[src/rtl/boot_pkg.sv]
package boot_pkg;

  typedef enum logic [2:0] {
    ST_START,
    ST_BOOT_RD,
    ST_PUSH,
    ST_IDLE,
    ST_DMA,
    ST_RSP
  } ldr_state_t;

endpackage

[src/rtl/rom_strobe_timer.sv]
module rom_strobe_timer #(
  parameter int WAIT_CYC = 16
) (
  input  logic clk,
  input  logic rst_n,
  input  logic run,
  output logic last
);
  localparam int CNT_W = $clog2(WAIT_CYC + 1);

  logic [CNT_W-1:0] cnt_q;

  assign last = run && (cnt_q == CNT_W'(WAIT_CYC - 1));

  always_ff @(posedge clk or negedge rst_n) begin
    if (!rst_n) begin
      cnt_q <= '0;
    end else if (!run || last) begin
      cnt_q <= '0;
    end else begin
      cnt_q <= cnt_q + CNT_W'(1);
    end
  end


  fresh_window_chk: assert property (@(posedge clk) disable iff (!rst_n)
    $rose(run) |-> (cnt_q == '0));

endmodule

[src/rtl/byte_lane_packer.sv]
module byte_lane_packer #(
  parameter int BYTES = 4
) (
  input  logic               clk,
  input  logic               rst_n,
  input  logic               clr,
  input  logic               load,
  input  logic [7:0]         din,
  output logic [8*BYTES-1:0] word,
  output logic               full_next
);
  localparam int LANE_W = (BYTES > 1) ? $clog2(BYTES) : 1;

  logic [LANE_W-1:0] lane_q;

  assign full_next = (lane_q == LANE_W'(BYTES - 1));

  always_ff @(posedge clk or negedge rst_n) begin
    if (!rst_n) begin
      lane_q <= '0;
    end else if (clr) begin
      lane_q <= '0;
    end else if (load) begin
      lane_q <= full_next ? '0 : lane_q + LANE_W'(1);
    end
  end

  for (genvar g = 0; g < BYTES; g++) begin : g_lane
    logic [7:0] byte_q;
    always_ff @(posedge clk or negedge rst_n) begin
      if (!rst_n) begin
        byte_q <= '0;
      end else if (clr) begin
        byte_q <= '0;
      end else if (load && (lane_q == LANE_W'(g))) begin
        byte_q <= din;
      end
    end
    assign word[8*g +: 8] = byte_q;
  end


  no_clr_load_chk: assert property (@(posedge clk) disable iff (!rst_n)
    !(clr && load));

endmodule

[src/rtl/rom_boot_loader.sv]
module rom_boot_loader
  import boot_pkg::*;
#(
  parameter int ADDR_W     = 24,
  parameter int WAIT_CYC   = 16,
  parameter int WORD_BYTES = 4
) (
  input  logic                                      clk,
  input  logic                                      rst_n,
  input  logic [ADDR_W:0]                           cfg_len,
  output logic [ADDR_W-1:0]                         rom_addr,
  output logic                                      boot_sel,
  output logic                                      rom_ce,
  output logic                                      rom_rd,
  output logic                                      rom_wr,
  output logic [7:0]                                rom_wdata,
  input  logic [7:0]                                rom_rdata,
  output logic                                      mem_valid,
  input  logic                                      mem_ready,
  output logic [ADDR_W-$clog2(WORD_BYTES)-1:0]      mem_addr,
  output logic [8*WORD_BYTES-1:0]                   mem_data,
  output logic                                      boot_done,
  input  logic                                      dma_req_valid,
  output logic                                      dma_req_ready,
  input  logic                                      dma_req_write,
  input  logic [ADDR_W-1:0]                         dma_req_addr,
  input  logic [7:0]                                dma_req_wdata,
  output logic                                      dma_rsp_valid,
  input  logic                                      dma_rsp_ready,
  output logic [7:0]                                dma_rsp_data
);
  localparam int LEN_W  = ADDR_W + 1;
  localparam int WORD_W = 8 * WORD_BYTES;
  localparam int WA_W   = ADDR_W - $clog2(WORD_BYTES);

  ldr_state_t        state_q;
  logic [ADDR_W-1:0] addr_q;
  logic [LEN_W-1:0]  left_q;
  logic [WA_W-1:0]   waddr_q;
  logic              wr_q;
  logic [7:0]        wdata_q;
  logic [7:0]        rsp_q;
  logic              done_q;

  logic              tmr_run;
  logic              tmr_last;
  logic              pk_load;
  logic              pk_clr;
  logic              pk_full;
  logic [WORD_W-1:0] pk_word;

  assign tmr_run = (state_q == ST_BOOT_RD) || (state_q == ST_DMA);
  assign pk_load = (state_q == ST_BOOT_RD) && tmr_last;
  assign pk_clr  = mem_valid && mem_ready;

  rom_strobe_timer #(.WAIT_CYC(WAIT_CYC)) u_timer (
    .clk  (clk),
    .rst_n(rst_n),
    .run  (tmr_run),
    .last (tmr_last)
  );

  byte_lane_packer #(.BYTES(WORD_BYTES)) u_packer (
    .clk      (clk),
    .rst_n    (rst_n),
    .clr      (pk_clr),
    .load     (pk_load),
    .din      (rom_rdata),
    .word     (pk_word),
    .full_next(pk_full)
  );

  always_ff @(posedge clk or negedge rst_n) begin
    if (!rst_n) begin
      state_q <= ST_START;
      addr_q  <= '0;
      left_q  <= '0;
      waddr_q <= '0;
      wr_q    <= 1'b0;
      wdata_q <= '0;
      rsp_q   <= '0;
      done_q  <= 1'b0;
    end else begin
      case (state_q)
        ST_START: begin
          left_q <= cfg_len;
          if (cfg_len == '0) begin
            state_q <= ST_IDLE;
            done_q  <= 1'b1;
          end else begin
            state_q <= ST_BOOT_RD;
          end
        end
        ST_BOOT_RD: begin
          if (tmr_last) begin
            addr_q <= addr_q + ADDR_W'(1);
            left_q <= left_q - LEN_W'(1);
            if (pk_full || (left_q == LEN_W'(1))) begin
              state_q <= ST_PUSH;
            end
          end
        end
        ST_PUSH: begin
          if (mem_ready) begin
            waddr_q <= waddr_q + WA_W'(1);
            if (left_q == '0) begin
              state_q <= ST_IDLE;
              done_q  <= 1'b1;
            end else begin
              state_q <= ST_BOOT_RD;
            end
          end
        end
        ST_IDLE: begin
          if (dma_req_valid) begin
            addr_q  <= dma_req_addr;
            wr_q    <= dma_req_write;
            wdata_q <= dma_req_wdata;
            state_q <= ST_DMA;
          end
        end
        ST_DMA: begin
          if (tmr_last) begin
            if (wr_q) begin
              state_q <= ST_IDLE;
            end else begin
              rsp_q   <= rom_rdata;
              state_q <= ST_RSP;
            end
          end
        end
        ST_RSP: begin
          if (dma_rsp_ready) begin
            state_q <= ST_IDLE;
          end
        end
        default: state_q <= ST_IDLE;
      endcase
    end
  end

  assign rom_addr      = addr_q;
  assign boot_sel      = (state_q == ST_BOOT_RD) || (state_q == ST_PUSH);
  assign rom_ce        = (state_q == ST_DMA);
  assign rom_rd        = (state_q == ST_BOOT_RD) || ((state_q == ST_DMA) && !wr_q);
  assign rom_wr        = (state_q == ST_DMA) && wr_q;
  assign rom_wdata     = wdata_q;
  assign mem_valid     = (state_q == ST_PUSH);
  assign mem_addr      = waddr_q;
  assign mem_data      = pk_word;
  assign boot_done     = done_q;
  assign dma_req_ready = (state_q == ST_IDLE);
  assign dma_rsp_valid = (state_q == ST_RSP);
  assign dma_rsp_data  = rsp_q;


  strobe_hold_chk: assert property (@(posedge clk) disable iff (!rst_n)
    (tmr_run && !tmr_last) |=> (tmr_run && $stable(rom_addr)));


  addr_step_chk: assert property (@(posedge clk) disable iff (!rst_n)
    (boot_sel && rom_rd && tmr_last) |=> (rom_addr == $past(rom_addr) + ADDR_W'(1)));


  word_hold_chk: assert property (@(posedge clk) disable iff (!rst_n)
    (mem_valid && !mem_ready) |=> (mem_valid && $stable(mem_data) && $stable(mem_addr)));


  stall_read_chk: assert property (@(posedge clk) disable iff (!rst_n)
    mem_valid |-> !rom_rd);


  done_sticky_chk: assert property (@(posedge clk) disable iff (!rst_n)
    boot_done |=> boot_done);


  select_excl_chk: assert property (@(posedge clk) disable iff (!rst_n)
    !(boot_sel && rom_ce));


  dma_gate_chk: assert property (@(posedge clk) disable iff (!rst_n)
    dma_req_ready |-> boot_done);


  rsp_hold_chk: assert property (@(posedge clk) disable iff (!rst_n)
    (dma_rsp_valid && !dma_rsp_ready) |=> (dma_rsp_valid && $stable(dma_rsp_data)));

endmodule

[config.mk]
export PLATFORM = sky130hd
export DESIGN_NAME = rom_boot_loader
export DESIGN_NICKNAME = d
export VERILOG_FILES = /design/src/rtl/boot_pkg.sv /design/src/rtl/rom_strobe_timer.sv /design/src/rtl/byte_lane_packer.sv /design/src/rtl/rom_boot_loader.sv
export SDC_FILE = /design/constraint.sdc
export NUM_CORES = 1
export LEC_CHECK = 0
export BUFFER_PORTS_ARGS = -buffer_cell sky130_fd_sc_hd__clkbuf_2
export CAP_MARGIN = 20
export CORE_MARGIN = 2
export CORE_UTILIZATION = 35
export DETAILED_ROUTE_END_ITERATION = 10
export PLACE_DENSITY = 0.57
export SYNTH_ARGS = -nofsm -noshare
export SYNTH_HDL_FRONTEND = slang
export SYNTH_SLANG_ARGS = --single-unit
[constraint.sdc]
create_clock -name clk -period 4.8 [get_ports clk]
set_input_delay 0.96 -clock clk [delete_from_list [all_inputs] [get_ports clk]]
set_output_delay 0.96 -clock clk [all_outputs]
set_load 0.03 [all_outputs]
==> impl_metrics.csv, run 1 <==
group,metric,value,unit
status,outcome,"completed",
logic_synthesis,synth.most_common_cell,"dfrtp_1",
min_path,min_from,"u_timer.cnt_q[0]$_DFF_PN0_",
routing,firstDrtPassIters,5,
cts,clk_pin_slew,60,ps
timing,setup_viol_count_final,0,
routing,finalWirelength,19.3,mm
cts,insertion_delay,420,ps
logic_synthesis,synth_top_cells_by_area,"dfrtp_1 49%, a21oi_1 6.3%, nand2_1 4.9%, nand3_1 4.8%, mux2_2 3.2%",
setup_path,cp.arrival,2170,ps
cts,cts_resized,0,
timing,fin_crit,3130,ps
grt,grt_pass1_wl,30.7,mm
logic_synthesis,synthDominantCellAreaShare,48.8,%
logic_synthesis,netlist_area,6720,um2
grt,grt_pass1_vias,5740,
logic_synthesis,synth_edf_count,0,
setup_path,r2r_slack,2240,ps
floorplanning,ios,173,
power_and_ir_drop,ir_drop,0.297,mV
setup_path,timing.rr.end,"u_packer.g_lane[0].byte_q[4]$_DFFE_PN0P_",
setup_path,end_kind,"primary output",
timing,max_clock_freq,0.319,GHz
setup_path,cp.required,3840,ps
logic_synthesis,synth-async-reset-ratio,100,%
power_and_ir_drop,leakagePower,3.82,nW
cts,cts_buffers,17,
layout,final_cell_count_no_fill,1134,
floorplanning,start_util,35.8,%
timing,slew-limit-headroom,29.4,%
routing,wl_met2,8.96,mm
cts,clock_path_buffers,2,
cts,cts_hold_buffers,0,
setup_path,worstPathCellList,"nor2b_1, nand2_1, inv_1, clkbuf_2",
placed_design,gp_congestion,0.877,
floorplanning,core,18800,um2
placed_design,dp_hpwl,13.4,mm
layout,drive_gt1_share,27.3,%
setup_path,cpMaxStageDelayCell,"dfrtp_1",
floorplanning,die_h,143,um
min_path,whs_path_depth,1,
routing,detail_route.vias_per_cell,5.42,
timing,fin_skew,9.86,ps
routing,drtIter0Drc,376,
grt,grt_max_degree,65,
floorplanning,dieArea,20300,um2
layout,area_growth,25.4,%
setup_path,crit_path_start_kind,"flop",
floorplanning,fp.dieW,143,um
layout,diodes,0,
timing,rsz0062_at_grt,"no",
floorplanning,row_count,50,
layout,layout.nets,970,
logic_synthesis,ys.flop_type,"dfrtp_1",
setup_path,crit_family,"buffers and inverters",
cts,cts.sinks,131,
setup_path,crit_type,"flop to primary output",
routing,wl_per_cell,17.1,um
routing,drt-met1-wl,9.09,mm
cts,cts_max_level,4,
logic_synthesis,ys_ff_latch,131,
cts,cts_setup_buffers,0,
setup_path,reg2regPathDepth,6,
min_path,hp-class,"flop to flop",
cts,cts_tree,"yes",
setup_path,crit_fanout,21,
timing,drv_slew,0,
placed_design,place.port_buffers,172,
logic_synthesis,synth.avg_cell_area,9.21,um2
placed_design,post_dp_cell_area,7800,um2
routing,wl_met3,1.10,mm
logic_synthesis,synth.cells.most_frequent,"131 x dfrtp_1, 87 x nand2_1, 85 x a21oi_1",
power_and_ir_drop,p_per_area,640,nW/um2
grt,grt_use_total,19.2,%
routing,top_layer_used,"met4",
logic_synthesis,synth_cells,729,
timing,timing.final.ws_setup,1670,ps
cts,root_buffer,"clkbuf_16",
timing,setup-tns-final,0,ps
routing,drc,0,
logic_synthesis,synth_seq_area_share,48.8,%
timing,tightestPinTransition,1050,ps
setup_path,worst-path-buf-inv,2,
placed_design,placed_cells,1102,
logic_synthesis,synth_nets,811,
logic_synthesis,synth_cell_types,59,
grt,grt-ovfl-total,0,
timing,finalCritPeriodShare,65.2,%
run,maxCapViolCount,0,
logic_synthesis,synth_warnings,0,
routing,vias,6145,
layout,final_design_area_no_fill,8420,um2
routing,antenna_left,0,
placed_design,post-place-ws,2030,ps
logic_synthesis,yosys.area.top_type,"dfrtp_1",
min_path,holdPathEnd,"u_timer.cnt_q[0]$_DFF_PN0_",
setup_path,r2r_start,"state_q[1]$_DFFE_PN0P_",
grt,antenna_found_initial,0,
timing,hold_violations,0,
setup_path,worst_path_largest_cell_delay,540,ps
routing by layer:
metal / GRT usage, % / up-vias
met5: 0 / -
met4: 5.00 / 0
met3: 4.34 / 13
met2: 29.6 / 192
met1: 27.2 / 2957
li1: - / 2983
cell usage in the layout, fill, tap and decap left out, types with 4 or more instances in the layout:
cell type / instances
a21oi_1: 85
buf_4: 8
xor2_1: 9
xnor2_1: 14
mux2_2: 19
dfrtp_1: 131
nor3_1: 15
ha_1: 11
o22ai_1: 11
o21ai_0: 36
nor2_1: 44
and3_1: 8
a22oi_1: 8
o31ai_1: 4
nand3_1: 65
a31oi_1: 4
clkbuf_2: 171
inv_1: 18
nand2_1: 87
a2bb2oi_1: 8
clkbuf_16: 17
or3_1: 8
o2bb2ai_1: 5
and4_1: 6
nor4_1: 16
nand4_1: 16
o311ai_0: 6
sequential cells by signal, summed over array words and instances, names as in the netlist:
name / count
u_packer.g_lane.byte_q: 32
left_q: 25
boot_done: 1
u_timer.cnt_q: 5
dma_rsp_data: 8
u_packer.lane_q: 2
rom_addr: 24
mem_addr: 22
rom_wdata: 8
wr_q: 1
state_q: 3
worst max path at each step:
stage / cells past startpoint / startpoint / endpoint
after floorplan: 6 / state_q[0]$_DFFE_PN0P_ / dma_req_ready
after global placement: 6 / mem_ready / mem_addr[20]$_DFFE_PN0P_
after detailed placement: 6 / mem_ready / mem_addr[20]$_DFFE_PN0P_
after CTS: 4 / state_q[2]$_DFFE_PN0P_ / dma_req_ready
after global routing: 4 / state_q[2]$_DFFE_PN0P_ / dma_req_ready
final: 4 / state_q[0]$_DFFE_PN0P_ / dma_req_ready
kinds of logic after synthesis:
logic type	after synthesis	share of synthesized area, %
adders and majority gates	11	2.05
and+or+nand+nor	293	22.1
xor gates and xnor gates	23	3.00
muxes	22	3.65
buffers and inverters	59	3.39
AOI/OAI and AO/OA	190	17.0
DFF	131	48.8
metrics by stage:
step | hold WS [ps] | util [%] | total power, W
detailed placement | 460 | 41.5 | 0.00408
finish | 462 | 44.9 | 0.00538
CTS | 466 | 44.7 | 0.00541
global route | 484 | 44.9 | 0.00575
global placement | 448 | 41.5 | 0.00406
floorplan | 433 | - | 0.00338
cell type report:
cell class                 instances  area (um2)
timing repair buffer             181         955
tap                              234         293
fill                            1895       10300
clock inverter                    10         124
sequential                       131        3280
clock buffer                      21         470
multi-input combinational        539        3230
inverter                          18        67.6
power by group:
part	total [W]	switching, W	internal (W)	leakage, nW
clock	0.00131	0.000503	0.000808	0.286
combinational	0.00219	0.00146	0.000729	1.90
sequential	0.00188	0.000405	0.00148	1.63
Power figures use the tool's default switching activity.
==> run 2: changes to the inputs <==
==> constraint.sdc (replaced) <==
create_clock -name clk -period 2.9 [get_ports clk]
set_input_delay 0.58 -clock clk [delete_from_list [all_inputs] [get_ports clk]]
set_output_delay 0.58 -clock clk [all_outputs]
set_load 0.03 [all_outputs]
==> impl_metrics.csv, run 2 (synthesis results as in run 1) <==
group,metric,value,unit
cts,cts_buffers,17,
power_and_ir_drop,power,0.00901,W
setup_path,cpMaxStageDelayCell,"dfrtp_1",
layout,layout_commonest_cell,"clkbuf_2",
cts,clock_path_buffers,2,
timing,setup-tns-final,0,ps
placed_design,placed_cells,1112,
timing,fin_crit,2560,ps
layout,final_cell_mix,"171 x clkbuf_2, 131 x dfrtp_1, 87 x nand2_1",
layout,final_design_area_no_fill,8500,um2
routing,drtIter0Drc,421,
setup_path,crit_path_start_kind,"flop",
floorplanning,ios,173,
floorplanning,row_count,50,
grt,grt_use_total,19.3,%
layout,layout.nets,979,
layout,top_register,"u_packer.g_lane.byte_q",
grt,grt_max_degree,73,
cts,cts_max_level,4,
setup_path,r2r_slack,490,ps
timing,slew-limit-headroom,52.2,%
power_and_ir_drop,p_sw,0.00397,W
power_and_ir_drop,p_comb_share,41.0,%
grt,grt-ovfl-total,0,
cts,root_buffer,"clkbuf_16",
setup_path,cp.required,2320,ps
placed_design,place.port_buffers,172,
floorplanning,die_h,143,um
run,maxCapViolCount,0,
cts,cts_tree,"yes",
setup_path,crit_family,"buffers and inverters",
cts,cts_setup_buffers,0,
timing,fin_skew,12.0,ps
placed_design,post_dp_cell_area,7890,um2
power_and_ir_drop,clock_power_share,24.7,%
min_path,hp-class,"input pin to asynchronous set/reset pin",
power_and_ir_drop,internal_power,0.00504,W
cts,cts.sinks,131,
setup_path,worst_path_largest_cell_delay,530,ps
layout,largest_reg_flops,32,
power_and_ir_drop,p_seq_share,34.3,%
grt,antenna_found_initial,0,
placed_design,gp_congestion,0.912,
timing,finalCritPeriodShare,88.3,%
layout,diodes,0,
power_and_ir_drop,leakagePower,3.87,nW
setup_path,crit_type,"flop to primary output",
routing,drc,0,
setup_path,worst-path-buf-inv,2,
cts,clk_pin_slew,60,ps
power_and_ir_drop,p_sw_share,44.0,%
layout,drive_gt1_share,28.1,%
layout,area_growth,26.6,%
routing,detail_route.vias_per_cell,5.41,
setup_path,crit_fanout,14,
timing,setup_viol_count_final,0,
setup_path,cp.arrival,1980,ps
routing,antenna_left,0,
setup_path,worstPathCellList,"nor2b_1, nand2_1, inv_1, clkbuf_2",
setup_path,end_kind,"primary output",
layout,fillers,1850,
grt,grt_pass1_wl,31.1,mm
cts,cts_hold_buffers,0,
routing,wl_per_cell,17.0,um
timing,drv_slew,0,
routing,finalWirelength,19.4,mm
floorplanning,dieArea,20300,um2
floorplanning,fp.dieW,143,um
timing,hold_violations,0,
power_and_ir_drop,ir_drop,0.493,mV
status,outcome,"completed",
timing,rsz0062_at_grt,"no",
timing,max_clock_freq,0.391,GHz
placed_design,dp_hpwl,13.7,mm
routing,vias,6183,
cts,cts_resized,0,
power_and_ir_drop,p_per_area,1060,nW/um2
floorplanning,start_util,35.8,%
cts,insertion_delay,430,ps
routing,firstDrtPassIters,5,
grt,grt_pass1_vias,5896,
timing,tightestPinTransition,718,ps
floorplanning,core,18800,um2
layout,final_cell_count_no_fill,1143,
## run 2: cell types whose count changed in the layout (fill, tap and decap cells not counted), sizes merged
cell,before,now
buf,10,19
clkbuf,192,188
clkinv,4,6
inv,20,22
bufinv,2,3
clkinvlp,2,1
## run 2: final timing paths
kind	start	to	cells past startpoint
hold reg to reg	u_timer.cnt_q[0]$_DFF_PN0_	u_timer.cnt_q[0]$_DFF_PN0_	1
min in group clk	dma_req_addr[0]	rom_addr[0]$_DFFE_PN0P_	3
max in group asynchronous	rst_n	u_packer.g_lane[1].byte_q[2]$_DFFE_PN0P_	2
setup reg to reg	u_timer.cnt_q[0]$_DFF_PN0_	left_q[11]$_DFFE_PN0P_	8
hold / removal	rst_n	rom_addr[13]$_DFFE_PN0P_	1
setup / recovery	state_q[0]$_DFFE_PN0P_	dma_req_ready	4
## run 2: routing by layer
metal	wire, um	vias to the layer above	GRT usage, %
met5	0	-	0
met4	242	0	5.47
met3	1100	20	4.00
met2	9020	209	30.9
met1	9020	2949	26.6
li1	-	3005	-
## run 2: per-stage QoR
| stage | setup WS, ps | utilization, % | hold WS, ps |
|---|---|---|---|
| 6_report | 341 | 45.3 | 160 |
| 5_1_grt | 175 | 45.3 | 234 |
| 4_1_cts | 305 | 45.3 | 199 |
| 3_5_place_dp | 495 | 42.1 | 455 |
| 3_3_place_gp | 496 | 42.1 | 449 |
| 2_1_floorplan | 805 | - | 284 |
## run 2: layout make-up
type                    instances  area (um2)  share of cell area, %
flip-flops and latches        131        3280                   38.6
well taps                     234         293                   3.45
clock inverters                14         180                   2.12
inverters                      18        67.6                  0.795
multi-input cells             539        3230                   38.0
repair buffers                190        1030                   12.1
clock buffers                  17         425                   5.01
## run 2: power by group through the flow
stage | Clock, W | Combinational [W] | Sequential, W
final | 0.00223 | 0.00369 | 0.00309
after CTS | 0.00228 | 0.00371 | 0.00308
after global placement | 0 | 0.00368 | 0.00309
after floorplan | 0 | 0.00184 | 0.00376
after detailed placement | 0 | 0.00370 | 0.00311
after global routing | 0.00235 | 0.00406 | 0.00319
